==> config.mk <==
export PLATFORM = sky130hd
export DESIGN_NAME = sertx_engine
export DESIGN_NICKNAME = d
export VERILOG_FILES = /design/src/rtl/sertx_pkg.sv /design/src/rtl/sertx_baud.sv /design/src/rtl/sertx_fmt.sv /design/src/rtl/sertx_fsm.sv /design/src/rtl/sertx_engine.sv
export SDC_FILE = /design/constraint.sdc
export NUM_CORES = 1
export LEC_CHECK = 0
export ABC_AREA = 0
export BUFFER_PORTS_ARGS = -buffer_cell sky130_fd_sc_hd__buf_2
export CAP_MARGIN = 20
export CORE_MARGIN = 3
export CORE_UTILIZATION = 59
export CTS_CLUSTER_SIZE = 24
export DETAILED_ROUTE_END_ITERATION = 10
export PLACE_DENSITY_LB_ADDON = 0.3
export SLEW_MARGIN = 20
export SYNTH_ARGS = -nofsm -noshare
export SYNTH_HDL_FRONTEND = slang
export SYNTH_SLANG_ARGS = --single-unit
export TNS_END_PERCENT = 10
==> constraint.sdc <==
create_clock -name clk -period 2.75 [get_ports clk]
set_clock_uncertainty 0.15 [all_clocks]
set_input_delay 0.825 -clock clk [delete_from_list [all_inputs] [get_ports clk]]
set_output_delay 0.825 -clock clk [all_outputs]
set_load 0.02 [all_outputs]
==> src/rtl/sertx_pkg.sv <==
package sertx_pkg;

    // Sequencer states
    typedef enum logic [2:0] {
        ST_IDLE   = 3'd0,
        ST_START  = 3'd1,
        ST_DATA   = 3'd2,
        ST_PARITY = 3'd3,
        ST_STOP   = 3'd4
    } tx_state_e;

    // Frame format, laid out to match control word bits [5:0]
    typedef struct packed {
        logic       stick;      // bit 5: parity forced to ~even
        logic       even;       // bit 4: even parity select
        logic       par_en;     // bit 3: parity present
        logic       long_stop;  // bit 2: 1.5 or 2 stop periods
        logic [1:0] len;        // bits 1:0: data length minus 5
    } frame_fmt_t;

    localparam int CTL_W      = 8;
    localparam int CTL_BREAK  = 6;
    localparam int CTL_DIVSEL = 7;
    localparam int MIN_BITS   = 5;

    function automatic frame_fmt_t fmt_from_ctl(input logic [CTL_W-1:0] c);
        return frame_fmt_t'(c[5:0]);
    endfunction

endpackage

==> src/rtl/sertx_baud.sv <==
module sertx_baud #(
    parameter int               DIV_W     = 8,
    parameter logic [DIV_W-1:0] DIV_RESET = 1
) (
    input  logic             clk,
    input  logic             rst_n,
    input  logic             div_we,
    input  logic [DIV_W-1:0] div_wdata,
    input  logic             sync,
    output logic             tick
);

    logic [DIV_W-1:0] div_q;
    logic [DIV_W-1:0] cnt_q;
    logic [DIV_W-1:0] reload;

    // A divisor of zero behaves as one
    assign reload = (div_q == '0) ? '0 : div_q - 1'b1;
    assign tick   = (cnt_q == '0);

    always_ff @(posedge clk) begin
        if (!rst_n) begin
            div_q <= DIV_RESET;
        end else if (div_we) begin
            div_q <= div_wdata;
        end
    end

    // Restarted when a frame leaves idle so the first bit is full length
    always_ff @(posedge clk) begin
        if (!rst_n) begin
            cnt_q <= '0;
        end else if (sync || tick) begin
            cnt_q <= reload;
        end else begin
            cnt_q <= cnt_q - 1'b1;
        end
    end

endmodule

==> src/rtl/sertx_fmt.sv <==
module sertx_fmt
    import sertx_pkg::*;
#(
    parameter int DATA_W = 8,
    parameter int OSR    = 16,
    parameter int SUB_W  = 5,
    parameter int IDX_W  = 4
) (
    input  frame_fmt_t        fmt,
    input  logic [DATA_W-1:0] data,
    output logic [IDX_W-1:0]  nbits,
    output logic              par_bit,
    output logic [SUB_W-1:0]  stop_last
);

    localparam logic [SUB_W-1:0] STOP_ONE  = SUB_W'(OSR - 1);
    localparam logic [SUB_W-1:0] STOP_HALF = SUB_W'(OSR + OSR/2 - 1);
    localparam logic [SUB_W-1:0] STOP_TWO  = SUB_W'(2*OSR - 1);

    logic [DATA_W-1:0] active;
    logic              ones_odd;

    assign nbits = IDX_W'(MIN_BITS) + IDX_W'(fmt.len);

    // Only bits inside the selected length count toward parity
    for (genvar g = 0; g < DATA_W; g++) begin : g_mask
        assign active[g] = data[g] & (IDX_W'(g) < nbits);
    end

    assign ones_odd = ^active;

    always_comb begin
        if (fmt.stick) begin
            par_bit = ~fmt.even;
        end else if (fmt.even) begin
            par_bit = ones_odd;
        end else begin
            par_bit = ~ones_odd;
        end
    end

    always_comb begin
        if (!fmt.long_stop) begin
            stop_last = STOP_ONE;
        end else if (fmt.len == 2'b00) begin
            stop_last = STOP_HALF;
        end else begin
            stop_last = STOP_TWO;
        end
    end

endmodule

==> src/rtl/sertx_fsm.sv <==
module sertx_fsm
    import sertx_pkg::*;
#(
    parameter int DATA_W = 8,
    parameter int OSR    = 16,
    parameter int SUB_W  = 5,
    parameter int IDX_W  = 4
) (
    input  logic              clk,
    input  logic              rst_n,
    input  logic              tick,
    input  logic              start,
    input  logic [DATA_W-1:0] ld_data,
    input  frame_fmt_t        ld_fmt,
    input  logic [IDX_W-1:0]  ld_nbits,
    input  logic              ld_par,
    input  logic [SUB_W-1:0]  ld_stop_last,
    input  logic              brk,
    output logic              txd,
    output logic              busy,
    output logic              frame_done,
    output tx_state_e         state_o,
    output frame_fmt_t        fmt_o
);

    localparam logic [SUB_W-1:0] BIT_LAST = SUB_W'(OSR - 1);

    tx_state_e         state_q, state_d;
    logic [SUB_W-1:0]  sub_q;
    logic [IDX_W-1:0]  idx_q;
    logic [DATA_W-1:0] sh_q;
    frame_fmt_t        fmt_q;
    logic [IDX_W-1:0]  nbits_q;
    logic              par_q;
    logic [SUB_W-1:0]  stop_last_q;

    logic bit_end;
    logic stop_end;
    logic last_data;
    logic line;

    assign bit_end    = tick && (sub_q == BIT_LAST);
    assign stop_end   = tick && (sub_q == stop_last_q);
    assign last_data  = (idx_q == nbits_q - 1'b1);
    assign frame_done = (state_q == ST_STOP) && stop_end;

    // Next-state decision
    always_comb begin
        state_d = state_q;
        unique case (state_q)
            ST_IDLE:   if (start) state_d = ST_START;
            ST_START:  if (bit_end) state_d = ST_DATA;
            ST_DATA: begin
                if (bit_end && last_data) begin
                    state_d = fmt_q.par_en ? ST_PARITY : ST_STOP;
                end
            end
            ST_PARITY: if (bit_end) state_d = ST_STOP;
            ST_STOP: begin
                if (stop_end) begin
                    state_d = start ? ST_START : ST_IDLE;
                end
            end
            default:   state_d = ST_IDLE;
        endcase
    end

    // State register
    always_ff @(posedge clk) begin
        if (!rst_n) begin
            state_q <= ST_IDLE;
        end else begin
            state_q <= state_d;
        end
    end

    // Frame datapath: tick counter, bit index, shifter, captured format
    always_ff @(posedge clk) begin
        if (!rst_n) begin
            sub_q       <= '0;
            idx_q       <= '0;
            sh_q        <= '0;
            fmt_q       <= '0;
            nbits_q     <= IDX_W'(MIN_BITS);
            par_q       <= 1'b0;
            stop_last_q <= BIT_LAST;
        end else if (start) begin
            sub_q       <= '0;
            idx_q       <= '0;
            sh_q        <= ld_data;
            fmt_q       <= ld_fmt;
            nbits_q     <= ld_nbits;
            par_q       <= ld_par;
            stop_last_q <= ld_stop_last;
        end else begin
            unique case (state_q)
                ST_IDLE: begin
                    sub_q <= '0;
                end
                ST_START, ST_PARITY: begin
                    if (tick) sub_q <= bit_end ? '0 : sub_q + 1'b1;
                end
                ST_DATA: begin
                    if (bit_end) begin
                        sub_q <= '0;
                        idx_q <= idx_q + 1'b1;
                        sh_q  <= sh_q >> 1;
                    end else if (tick) begin
                        sub_q <= sub_q + 1'b1;
                    end
                end
                ST_STOP: begin
                    if (tick) sub_q <= stop_end ? '0 : sub_q + 1'b1;
                end
                default: begin
                    sub_q <= '0;
                end
            endcase
        end
    end

    // Outputs
    always_comb begin
        unique case (state_q)
            ST_IDLE:   line = 1'b1;
            ST_START:  line = 1'b0;
            ST_DATA:   line = sh_q[0];
            ST_PARITY: line = par_q;
            ST_STOP:   line = 1'b1;
            default:   line = 1'b1;
        endcase
        txd     = brk ? 1'b0 : line;
        busy    = (state_q != ST_IDLE);
        state_o = state_q;
        fmt_o   = fmt_q;
    end

endmodule

==> src/rtl/sertx_engine.sv <==
module sertx_engine
    import sertx_pkg::*;
#(
    parameter int               DATA_W    = 8,
    parameter int               DIV_W     = 8,
    parameter int               OSR       = 16,
    parameter logic [DIV_W-1:0] DIV_RESET = 1
) (
    input  logic              clk,
    input  logic              rst_n,
    input  logic              ctl_we,
    input  logic [7:0]        ctl_wdata,
    input  logic              in_valid,
    input  logic [DATA_W-1:0] in_data,
    output logic              in_ready,
    output logic              txd,
    output logic              busy
);

    localparam int SUB_W = $clog2(2*OSR);
    localparam int IDX_W = $clog2(DATA_W + 1);

    logic [CTL_W-1:0] ctl_q;
    logic             div_mode;
    logic             brk;
    logic             accept;
    logic             tick;
    logic             sync;

    tx_state_e        fsm_state;
    logic             frame_done;
    frame_fmt_t       cur_fmt;

    frame_fmt_t       new_fmt;
    logic [IDX_W-1:0] new_nbits;
    logic             new_par;
    logic [SUB_W-1:0] new_stop_last;

    always_ff @(posedge clk) begin
        if (!rst_n) begin
            ctl_q <= '0;
        end else if (ctl_we) begin
            ctl_q <= ctl_wdata;
        end
    end

    assign div_mode = ctl_q[CTL_DIVSEL];
    assign brk      = ctl_q[CTL_BREAK];
    assign new_fmt  = fmt_from_ctl(ctl_q);

    assign in_ready = div_mode || (fsm_state == ST_IDLE) || frame_done;
    assign accept   = in_valid && in_ready && !div_mode;
    assign sync     = accept && (fsm_state == ST_IDLE);

    sertx_baud #(
        .DIV_W     (DIV_W),
        .DIV_RESET (DIV_RESET)
    ) u_baud (
        .clk       (clk),
        .rst_n     (rst_n),
        .div_we    (in_valid && div_mode),
        .div_wdata (DIV_W'(in_data)),
        .sync      (sync),
        .tick      (tick)
    );

    sertx_fmt #(
        .DATA_W    (DATA_W),
        .OSR       (OSR),
        .SUB_W     (SUB_W),
        .IDX_W     (IDX_W)
    ) u_fmt (
        .fmt       (new_fmt),
        .data      (in_data),
        .nbits     (new_nbits),
        .par_bit   (new_par),
        .stop_last (new_stop_last)
    );

    sertx_fsm #(
        .DATA_W       (DATA_W),
        .OSR          (OSR),
        .SUB_W        (SUB_W),
        .IDX_W        (IDX_W)
    ) u_fsm (
        .clk          (clk),
        .rst_n        (rst_n),
        .tick         (tick),
        .start        (accept),
        .ld_data      (in_data),
        .ld_fmt       (new_fmt),
        .ld_nbits     (new_nbits),
        .ld_par       (new_par),
        .ld_stop_last (new_stop_last),
        .brk          (brk),
        .txd          (txd),
        .busy         (busy),
        .frame_done   (frame_done),
        .state_o      (fsm_state),
        .fmt_o        (cur_fmt)
    );

endmodule

==> flow_summary_export.csv <==
group,metric,value,unit
finish,layout.nets,374,
synth,syn_area,2685,sq um
synth,netlist.area_leader.share,38.77,%
routing,ant_nets,0,
routing,vias,2300,
floorplanning,io_pins,23,
routing,drt_iter0_drc,134,
timing,timing.hold.ws,315.3,ps
clock_tree,hold_buffers,0,
grt,grt_use_total,22.68,%
grt,grt_max_degree,24,
floorplanning,fp.dieW,73.46,microns
synth,synth.distinct_cells,44,
power_and_ir_drop,pwr-share-comb,39.2,%
power_and_ir_drop,switching_power,776.4,uW
timing,rsz0062_at_grt,"false",
place,portBuffers,22,
power_and_ir_drop,internal-power,1.477,mW
power_and_ir_drop,power_frac_seq,40.8,%
routing,drt_wl_total,5658,microns
clock_tree,clock_latency,300,ps
grt,overflow,0,
timing,post-route-period-util,97.45,%
clock_tree,cts.sinks,52,
synth,synth_area_leaders,"dfxtp_1, xnor2_1, nor2_1",
synth,ys_seq_area_share,38.77,%
timing,drv_slew,0,
floorplanning,fp-row-count,23,
power_and_ir_drop,p_clk_share,19.9,%
worst_setup_path,cp.required,1780,ps
power_and_ir_drop,swShare,34.45,%
worst_setup_path,cp_max_fo,9,
synth,synth_edf_count,0,
power_and_ir_drop,ir_drop,0.3886,mV
synth,ys_seq_elements,52,
place,routabilityCongestion,0.8262,
timing,setup_tns,0,ps
timing,finalSetupViolations,0,
timing,finalCriticalPeriod,2680,ps
floorplanning,core_area,4202,sq um
routing,viasPerCell,5.808,
timing,max_slew.worst_pin.slew,500.9,ps
worst_setup_path,arrival,1700,ps
min_path,worstHoldPathType,"reg -> reg",
synth,yosys_warnings,0,
timing,slew_headroom,66.41,%
status,status,"finished, final reports clean",
floorplanning,die_y,73.46,microns
synth,synth_top_area_cell,"dfxtp_1",
synth,synth_most_common_cell,"dfxtp_1",
finish,areaGrowthSynthToFinish,10.72,%
power_and_ir_drop,power_density,758.2,nW/um^2
clock_tree,clk_path_buf_depth,2,
clock_tree,cts-buffers-inserted,5,
routing,route.detailed.drc,0,
synth,yosys-top-cells-count,"dfxtp_1, nor2_1, nand2_1",
synth,synth_top_flop_cell,"dfxtp_1",
power_and_ir_drop,p_leak,1.168,nW
place,place_ws,252.0,ps
worst_setup_path,rrSetupSlack,320,ps
clock_tree,clkTransAtPathRegs,90,ps
worst_setup_path,worstSetupPathType,"reg -> out",
timing,clock.fmax,0.3731,GHz
grt,grt_antenna_before_repair,0,
grt,grt_pass1_vias,2117,
run,drv_cap,0,
timing,hold_viol_final,0,
grt,grt_pass1_wl,9625,microns
finish,diodes,0,
floorplanning,die_area,5396,sq um
synth,synth_nets,352,
timing,layout_setup_ws,70.05,ps
routing,drt-pass1-iter-count,4,
finish,final_area,2973,sq um
finish,layout-drive-gt1-share,14.74,%
clock_tree,cts-root-buf,"clkbuf_8",
synth,async_flop_share,0,%
clock_tree,tritoncts,"done",
place,place_area,2839,sq um
floorplanning,start_util,63.91,%
worst_setup_path,start_kind,"register",
synth,synth.avg_cell_area,8.313,sq um
place,dp_hpwl,4166,microns
synth,syn-instance-count,323,
worst_setup_path,end_kind,"output port",
routing,wl_per_cell,14.29,microns
clock_tree,cts.htree.levels,2,
power_and_ir_drop,total_power,2.254,mW
[registers in the layout, indices dropped and copies added (netlist names), 3 cells and up]
| signal | count |
|---|---|
| ctl_q | 8 |
| u_baud.cnt_q | 8 |
| u_baud.div_q | 8 |
| u_fsm.idx_q | 4 |
| u_fsm.nbits_q | 4 |
| u_fsm.sh_q | 8 |
| u_fsm.state_o | 3 |
| u_fsm.sub_q | 5 |
[final cells by class]
| class | count | area [sq um] |
|---|---|---|
| Clock inverter | 1 | 7.507 |
| Clock buffer | 7 | 86.33 |
| Inverter | 16 | 60.06 |
| Tap cell | 50 | 62.56 |
| Sequential cell | 52 | 1042 |
| Fill cell | 343 | 1229 |
| Multi-Input combinational cell | 239 | 1534 |
| Timing Repair Buffer | 31 | 180.2 |
[metal layers]
| layer | up-vias | wire [microns] | GRT usage, % | part of all wire, % |
|---|---|---|---|---|
| li1 | 1163 | - | - | - |
| met1 | 1080 | 2598 | 29.36 | 46 |
| met2 | 53 | 2745 | 38.48 | 49 |
| met3 | 4 | 279 | 4.788 | 4.9 |
| met4 | 0 | 34 | 5.433 | 0.60 |
| met5 | - | 0 | 0 | 0 |
[critical path, cell delays in order (launching register included)]
cell and delay, ps:
dfxtp_1 480, inv_1 190, o21a_1 220, a311oi_1 260, nor2_1 70, buf_2 160
[power groups by stage]
stage	clock network, mW	registers [mW]	logic (mW)
5_1_grt	0.484	0.931	0.987
3_5_place_dp	0	0.934	0.810
3_3_place_gp	0	0.929	0.790
2_1_floorplan	0	0.911	0.673
6_report	0.449	0.921	0.884
4_1_cts	0.456	0.916	0.866
[cell usage in the layout (no fill, tap or decap), drive strengths merged, types with 6 or more instances in the layout]
| cell type | Yosys | routed |
|---|---|---|
| dfxtp | 52 | 52 |
| nor2 | 37 | 37 |
| nand2 | 36 | 36 |
| buf | 7 | 31 |
| a21oi | 27 | 27 |
| nand3 | 17 | 17 |
| xnor2 | 17 | 17 |
| inv | 16 | 16 |
| mux2i | 10 | 10 |
| nor3 | 10 | 10 |
| ha | 9 | 9 |
| xor2 | 8 | 8 |
| o22a | 7 | 7 |
| clkbuf | 9 | 7 |
| a22oi | 6 | 6 |
| o21ai | 6 | 6 |
[through the flow]
step                      utilization [%]  cells
final                               70.76    396
after global placement              67.57    387
after floorplan                         -    323
after detailed placement            67.57    387
after global routing                70.76    396
after CTS                           70.37    396
[path summary, 6_finish.rpt]
| kind | from | end | cells after the start |
|---|---|---|---|
| max | u_fsm.state_o[1]$_SDFFE_PN0P_ | txd | 5 |
| min | ctl_q[3]$_SDFFE_PN0P_ | u_fsm.fmt_o[3]$_SDFFE_PN0N_ | 2 |
| max reg2reg | u_baud.cnt_q[0]$_SDFF_PN0_ | u_fsm.state_o[2]$_SDFFE_PN0P_ | 9 |
| min reg2reg | ctl_q[3]$_SDFFE_PN0P_ | u_fsm.fmt_o[3]$_SDFFE_PN0N_ | 2 |
[what timing repair did]
action / 4_1_cts / 5_1_grt
resized for setup: 4 / 5
endpoints found under the setup margin: 1 / 1
buffers inserted: 1 / 0
pin swaps: 1 / 0
[logic make-up after synthesis]
logic type	share of synthesized area, %
and+or+nand+nor	23.30
AOI/OAI and AO/OA	16.68
adders and majority gates	4.194
xor gates and xnor gates	8.155
muxes	3.728
buffers and inverters	5.172
DFF	38.77
Note: power is estimated with default switching activity, not from simulation.
